--- src/rtl/prio_irq_pkg.sv ---
package prio_irq_pkg;

    // Word offsets (byte offset >> 2) of the register map
    localparam int unsigned WOFS_STATUS = 'h00 >> 2;
    localparam int unsigned WOFS_ACTIVE = 'h04 >> 2;
    localparam int unsigned WOFS_ENABLE = 'h08 >> 2;
    localparam int unsigned WOFS_ACK    = 'h0C >> 2;
    localparam int unsigned WOFS_VECTOR = 'h18 >> 2;
    localparam int unsigned WOFS_LEVEL  = 'h24 >> 2;

    typedef enum logic [2:0] {
        SEL_NONE,
        SEL_STATUS,
        SEL_ACTIVE,
        SEL_ENABLE,
        SEL_ACK,
        SEL_VECTOR,
        SEL_LEVEL
    } reg_sel_e;

    function automatic reg_sel_e decode_word(input int unsigned word);
        case (word)
            WOFS_STATUS: decode_word = SEL_STATUS;
            WOFS_ACTIVE: decode_word = SEL_ACTIVE;
            WOFS_ENABLE: decode_word = SEL_ENABLE;
            WOFS_ACK:    decode_word = SEL_ACK;
            WOFS_VECTOR: decode_word = SEL_VECTOR;
            WOFS_LEVEL:  decode_word = SEL_LEVEL;
            default:     decode_word = SEL_NONE;
        endcase
    endfunction

endpackage

--- src/rtl/irq_pending.sv ---
// Edge capture and pending flags with write-one-to-clear acknowledge.
module irq_pending #(
    parameter int unsigned NUM_SRC = 8
) (
    input  logic               clk,
    input  logic               rst_n,
    input  logic [NUM_SRC-1:0] src_i,
    input  logic [NUM_SRC-1:0] ack_i,
    output logic [NUM_SRC-1:0] rise_o,
    output logic [NUM_SRC-1:0] pend_o
);

    typedef struct packed {
        logic [NUM_SRC-1:0] src_prev;
        logic [NUM_SRC-1:0] pend;
    } pend_state_t;

    pend_state_t st_d, st_q;
    logic [NUM_SRC-1:0] rise;

    always_comb begin
        rise         = src_i & ~st_q.src_prev;
        st_d         = st_q;
        st_d.src_prev = src_i;
        // new edge takes precedence over a simultaneous acknowledge
        st_d.pend    = (st_q.pend & ~ack_i) | rise;
    end

    always_ff @(posedge clk) begin
        if (!rst_n) begin
            st_q <= '0;
        end else begin
            st_q <= st_d;
        end
    end

    assign rise_o = rise;
    assign pend_o = st_q.pend;

endmodule

--- src/rtl/irq_arbiter.sv ---
// Enable and threshold masking, request output and priority vector.
module irq_arbiter #(
    parameter int unsigned NUM_SRC = 8,
    parameter int unsigned LVL_W   = 4,
    parameter int unsigned DATA_W  = 32
) (
    input  logic [NUM_SRC-1:0] pend_i,
    input  logic [NUM_SRC-1:0] en_i,
    input  logic [LVL_W-1:0]   lvl_i,
    output logic [NUM_SRC-1:0] active_o,
    output logic               irq_o,
    output logic [DATA_W-1:0]  vector_o
);

    logic [NUM_SRC-1:0] admit;
    logic [NUM_SRC-1:0] qualified;

    for (genvar g = 0; g < NUM_SRC; g++) begin : g_admit
        assign admit[g] = (32'(lvl_i) > 32'(g));
    end

    assign active_o  = pend_i & en_i;
    assign qualified = active_o & admit;
    assign irq_o     = |qualified;

    // lowest index wins: scan downwards so the last hit is the smallest
    always_comb begin
        vector_o = '1;
        for (int i = NUM_SRC - 1; i >= 0; i--) begin
            if (qualified[i]) begin
                vector_o = DATA_W'(i);
            end
        end
    end

endmodule

--- src/rtl/irq_regs.sv ---
// Register decode, enable and threshold storage, registered read data.
module irq_regs
    import prio_irq_pkg::*;
#(
    parameter int unsigned NUM_SRC = 8,
    parameter int unsigned ADDR_W  = 8,
    parameter int unsigned DATA_W  = 32,
    parameter int unsigned LVL_W   = 4
) (
    input  logic               clk,
    input  logic               rst_n,
    input  logic [ADDR_W-1:0]  bus_addr,
    input  logic               bus_wr,
    input  logic [DATA_W-1:0]  bus_wdata,
    input  logic               bus_rd,
    input  logic [NUM_SRC-1:0] pend_i,
    input  logic [NUM_SRC-1:0] active_i,
    input  logic [DATA_W-1:0]  vector_i,
    output logic [NUM_SRC-1:0] en_o,
    output logic [LVL_W-1:0]   lvl_o,
    output logic [NUM_SRC-1:0] ack_o,
    output logic [DATA_W-1:0]  rdata_o
);

    typedef struct packed {
        logic [NUM_SRC-1:0] en;
        logic [LVL_W-1:0]   lvl;
        logic [DATA_W-1:0]  rdata;
    } regs_state_t;

    regs_state_t st_d, st_q;
    reg_sel_e    sel;
    logic [DATA_W-1:0] rd_mux;

    always_comb begin
        sel = decode_word(32'(bus_addr[ADDR_W-1:2]));

        case (sel)
            SEL_STATUS: rd_mux = DATA_W'(pend_i);
            SEL_ACTIVE: rd_mux = DATA_W'(active_i);
            SEL_ENABLE: rd_mux = DATA_W'(st_q.en);
            SEL_VECTOR: rd_mux = vector_i;
            SEL_LEVEL:  rd_mux = DATA_W'(st_q.lvl);
            default:    rd_mux = '0;
        endcase

        st_d       = st_q;
        st_d.rdata = bus_rd ? rd_mux : '0;
        if (bus_wr && sel == SEL_ENABLE) begin
            st_d.en = bus_wdata[NUM_SRC-1:0];
        end
        if (bus_wr && sel == SEL_LEVEL) begin
            st_d.lvl = bus_wdata[LVL_W-1:0];
        end

        ack_o = (bus_wr && sel == SEL_ACK) ? bus_wdata[NUM_SRC-1:0] : '0;
    end

    always_ff @(posedge clk) begin
        if (!rst_n) begin
            st_q.en    <= '0;
            st_q.lvl   <= '1;
            st_q.rdata <= '0;
        end else begin
            st_q <= st_d;
        end
    end

    assign en_o    = st_q.en;
    assign lvl_o   = st_q.lvl;
    assign rdata_o = st_q.rdata;

endmodule

--- src/rtl/prio_irq_ctrl.sv ---
module prio_irq_ctrl #(
    parameter int unsigned NUM_SRC = 8,
    parameter int unsigned ADDR_W  = 8,
    parameter int unsigned DATA_W  = 32
) (
    input  logic               clk,
    input  logic               rst_n,
    input  logic [NUM_SRC-1:0] src_i,
    input  logic [ADDR_W-1:0]  bus_addr,
    input  logic               bus_wr,
    input  logic [DATA_W-1:0]  bus_wdata,
    input  logic               bus_rd,
    output logic [DATA_W-1:0]  bus_rdata,
    output logic               irq_o
);

    localparam int unsigned LVL_W = $clog2(NUM_SRC) + 1;

    logic [NUM_SRC-1:0] rise_w;
    logic [NUM_SRC-1:0] pend_w;
    logic [NUM_SRC-1:0] ack_w;
    logic [NUM_SRC-1:0] en_w;
    logic [NUM_SRC-1:0] active_w;
    logic [LVL_W-1:0]   lvl_w;
    logic [DATA_W-1:0]  vector_w;

    irq_pending #(
        .NUM_SRC (NUM_SRC)
    ) u_pending (
        .clk    (clk),
        .rst_n  (rst_n),
        .src_i  (src_i),
        .ack_i  (ack_w),
        .rise_o (rise_w),
        .pend_o (pend_w)
    );

    irq_arbiter #(
        .NUM_SRC (NUM_SRC),
        .LVL_W   (LVL_W),
        .DATA_W  (DATA_W)
    ) u_arbiter (
        .pend_i   (pend_w),
        .en_i     (en_w),
        .lvl_i    (lvl_w),
        .active_o (active_w),
        .irq_o    (irq_o),
        .vector_o (vector_w)
    );

    irq_regs #(
        .NUM_SRC (NUM_SRC),
        .ADDR_W  (ADDR_W),
        .DATA_W  (DATA_W),
        .LVL_W   (LVL_W)
    ) u_regs (
        .clk       (clk),
        .rst_n     (rst_n),
        .bus_addr  (bus_addr),
        .bus_wr    (bus_wr),
        .bus_wdata (bus_wdata),
        .bus_rd    (bus_rd),
        .pend_i    (pend_w),
        .active_i  (active_w),
        .vector_i  (vector_w),
        .en_o      (en_w),
        .lvl_o     (lvl_w),
        .ack_o     (ack_w),
        .rdata_o   (bus_rdata)
    );

endmodule

--- config.mk ---
export PLATFORM = sky130hd
export DESIGN_NAME = prio_irq_ctrl
export DESIGN_NICKNAME = d
export VERILOG_FILES = /design/src/rtl/prio_irq_pkg.sv /design/src/rtl/irq_pending.sv /design/src/rtl/irq_arbiter.sv /design/src/rtl/irq_regs.sv /design/src/rtl/prio_irq_ctrl.sv
export SDC_FILE = /design/constraint.sdc
export NUM_CORES = 1
export LEC_CHECK = 0
export BUFFER_PORTS_ARGS = -buffer_cell sky130_fd_sc_hd__clkbuf_2
export CAP_MARGIN = 20
export CORE_ASPECT_RATIO = 0.7
export CORE_MARGIN = 2
export CORE_UTILIZATION = 40
export CTS_BUF_LIST = sky130_fd_sc_hd__clkbuf_16
export DETAILED_ROUTE_END_ITERATION = 16
export PLACE_DENSITY = 0.69
export SLEW_MARGIN = 20
export SYNTH_ARGS = -nofsm -noshare
export SYNTH_HDL_FRONTEND = slang
export SYNTH_SLANG_ARGS = --single-unit
--- constraint.sdc ---
create_clock -name clk -period 2.6 [get_ports clk]
set_input_delay 0.13 -clock clk [delete_from_list [all_inputs] [get_ports clk]]
set_output_delay 0.13 -clock clk [all_outputs]
set_load 0.005 [all_outputs]
==> reports/qor.yml <==
global_route:
  antenna_found_initial: 0
  grt_pass1_vias: 1396
  overflow: 0
  grt_first_pass_wirelength_um: 6530
  grt_usage_pct: 16.1
  grt_max_degree: 31
place:
  gp_congestion: 0.919
  io_buffers: 58
  place_ws_ns: 0.720
  hpwl_um: 2960
critical_path:
  cp-start-kind: "flip-flop"
  crit_type: "reg2out"
  r2r_end: "u_regs.rdata_o[4]$_SDFF_PN0_"
  startpoint: "u_regs.lvl_o[3]$_SDFFE_PN1P_"
  crit_path_end: "irq_o"
  cp_data_required_time_ns: 2.47
  r2r-start: "u_regs.lvl_o[3]$_SDFFE_PN1P_"
  cp-end-kind: "output port"
  path_max_fanout: 12
  cp.arrival_ns: 2.02
  r2r_setup_slack_ns: 0.69
  ff2ff_path_depth: 5
synthesis:
  syn_avg_cell_area_um2: 8.61
  synth_top_area_share_pct: 38.9
  netlist_area_um2: 1900
  synth_edf_count: 0
  syn-num-nets: 273
  synth_fa_ha_area_share_pct: 0
  synth.most_common_cell: "dfxtp_1"
  synth-xor-area-share_pct: 0
  synth_common_cells: "37 x dfxtp_1, 26 x nor2b_1, 23 x buf_4, 20 x nand2_1"
  ys_ff_latch: 37
  synth_compound_area_share_pct: 17.9
  synth_top_family_by_area: "simple AND/OR/NAND/NOR gates"
  synth.area.mux_share_pct: 4.21
  ys_warn_count: 0
  synth-simple-area-share_pct: 25.6
  synth-main-ff-cell: "dfxtp_1"
  synth_cells: 221
  synthTopCellsByArea: "dfxtp_1 39%, buf_4 9.1%, nor2b_1 8.5%, mux2i_1 4.2%, nand2_1 3.9%"
  synth_top_area_cell: "dfxtp_1"
  synthArstFlopShare_pct: 0
  ys_seq_area_share_pct: 38.9
  synth.distinct_cells: 42
sta:
  finalSetupViolCount: 0
  slew_viol_final: 0
  period_needed_ns: 2.15
  hold_viol: 0
  rsz0062_at_grt: "no"
  finalCritPeriodShare_pct: 82.9
  setup_ws_ns: 0.446
  tightest_slew_ns: 0.697
  skew_ns: 0.00634
  setup-tns-final_ns: 0
  fmax_ghz: 0.464
  relSlewSlack_pct: 53.6
flow_run:
  maxCapViolCount: 0
worst_hold_path:
  hold_start: "src_i[1]"
  hold_path_depth: 2
  min_path_type: "in2reg"
route:
  wl_per_cell_um: 12.9
  routed_via_density: 5.25
  drc_errors: 0
  wl_um: 4010
  vias: 1627
  drt_iter0_markers: 127
  drt_pre_antenna_iters: 4
  final_antenna_net_count: 0
cts:
  cts_buffers: 5
  insertion_delay_ns: 0.28
  cts.sink_count: 37
  hold_buffers: 0
  htree_levels: 2
  cts_tree: "built"
  cts_resized: 0
  clockRootBuffer: "clkbuf_16"
  cts_buffer_depth: 2
  cts_setup_buffers: 0
  clk_pin_slew_ns: 0.06
finish:
  num_antenna_cells: 0
  fin_util_pct: 49.1
  drive_above_1_share_pct: 28.2
  fin_nets: 306
  areaGrowthSynthToFinish_pct: 15.0
floorplanning:
  die_area_um2: 5330
  coreArea_um2: 4450
  chipHeight_um: 61.7
  start_util_pct: 42.7
  die_w_um: 86.4
  ioPinCount: 85
  num_rows: 20
status:
  status: "completed"
power:
  ir_drop_mv: 0.393
  power.leakage_nw: 0.978
  cellPowerDensity_nw_per_um2: 578
  p_total_mw: 1.26
==> metrics by stage <==
step / instances / hold slack, ns / area [um2]
finish: 310 / 0.0562 / 2190
global route: 310 / 0.0616 / 2190
CTS: 310 / 0.0550 / 2190
detailed placement: 302 / 0.346 / 2050
global placement: 302 / 0.344 / 2050
floorplan: 221 / 0.252 / 1900
==> routing by layer <==
layer	routed length, um	share of wire (%)	vias up	track usage [%]
li1	-	-	815	-
met1	2070	52	727	22.7
met2	1550	39	78	24.1
met3	337	8.4	7	4.62
met4	46	1.1	0	5.36
met5	0	0	-	0
==> cell usage in the layout (no fill, tap or decap), types with 2 or more instances in the layout <==
| cell type | synthesis | final |
|---|---|---|
| o211ai_1 | 2 | 2 |
| o22ai_1 | 2 | 2 |
| dfxtp_1 | 37 | 37 |
| nand2_1 | 20 | 20 |
| nor2_1 | 5 | 5 |
| o21ai_0 | 11 | 11 |
| inv_1 | 10 | 10 |
| nand3_1 | 11 | 11 |
| clkbuf_16 | 0 | 5 |
| a21oi_1 | 11 | 11 |
| and2_1 | 8 | 8 |
| nor2b_1 | 26 | 26 |
| a31oi_1 | 2 | 2 |
| a221oi_1 | 2 | 2 |
| clkbuf_2 | 0 | 58 |
| nor3_1 | 3 | 3 |
| o31ai_1 | 4 | 4 |
| a22oi_1 | 4 | 4 |
| a22o_1 | 3 | 3 |
| clkinv_1 | 0 | 2 |
| mux2i_1 | 8 | 8 |
| a211oi_1 | 2 | 2 |
==> registers in the layout, summed over array words and instances, names as in the netlist <==
register and flops:
u_pending.pend_o 8, u_pending.st_q 8, u_regs.en_o 8, u_regs.rdata_o 9, u_regs.lvl_o 4
==> logic make-up after synthesis <==
| kind of cell | after synthesis |
|---|---|
| AND/OR/NAND/NOR | 83 |
| multiplexers | 8 |
| AO/OA/AOI/OAI | 51 |
| buffers and inverters | 42 |
| flip-flops | 37 |
==> critical path, stage by stage (launching register included) <==
cell,delay [ns]
dfxtp_1,0.43
or4_4,0.58
a31o_1,0.28
nor3_4,0.25
nand2_1,0.07
clkbuf_2,0.12
==> power by group <==
group	switching [mW]	leakage, nW	internal (mW)	total, mW
clock network	0.223	0.0693	0.351	0.574
registers	0.0153	0.303	0.585	0.600
logic	0.0481	0.606	0.0419	0.0901
total	0.287	0.978	0.978	1.26
==> final cells by class <==
type,instances,area (um2)
multi-input cells,142,910
inverters,10,37.5
clock inverters,3,16.3
well taps,55,68.8
fillers,435,2270
flip-flops and latches,37,741
repair buffers,58,290
clock buffers,5,125
==> how the worst min path moves through the flow <==
stage,endpoint
2_1_floorplan,u_pending.st_q[10]$_SDFF_PN0_
3_3_place_gp,u_pending.st_q[11]$_SDFF_PN0_
3_5_place_dp,u_pending.st_q[9]$_SDFF_PN0_
4_1_cts,u_pending.st_q[8]$_SDFF_PN0_
5_1_grt,u_pending.st_q[8]$_SDFF_PN0_
6_report,u_pending.st_q[9]$_SDFF_PN0_
(Power assumes the default switching activity.)
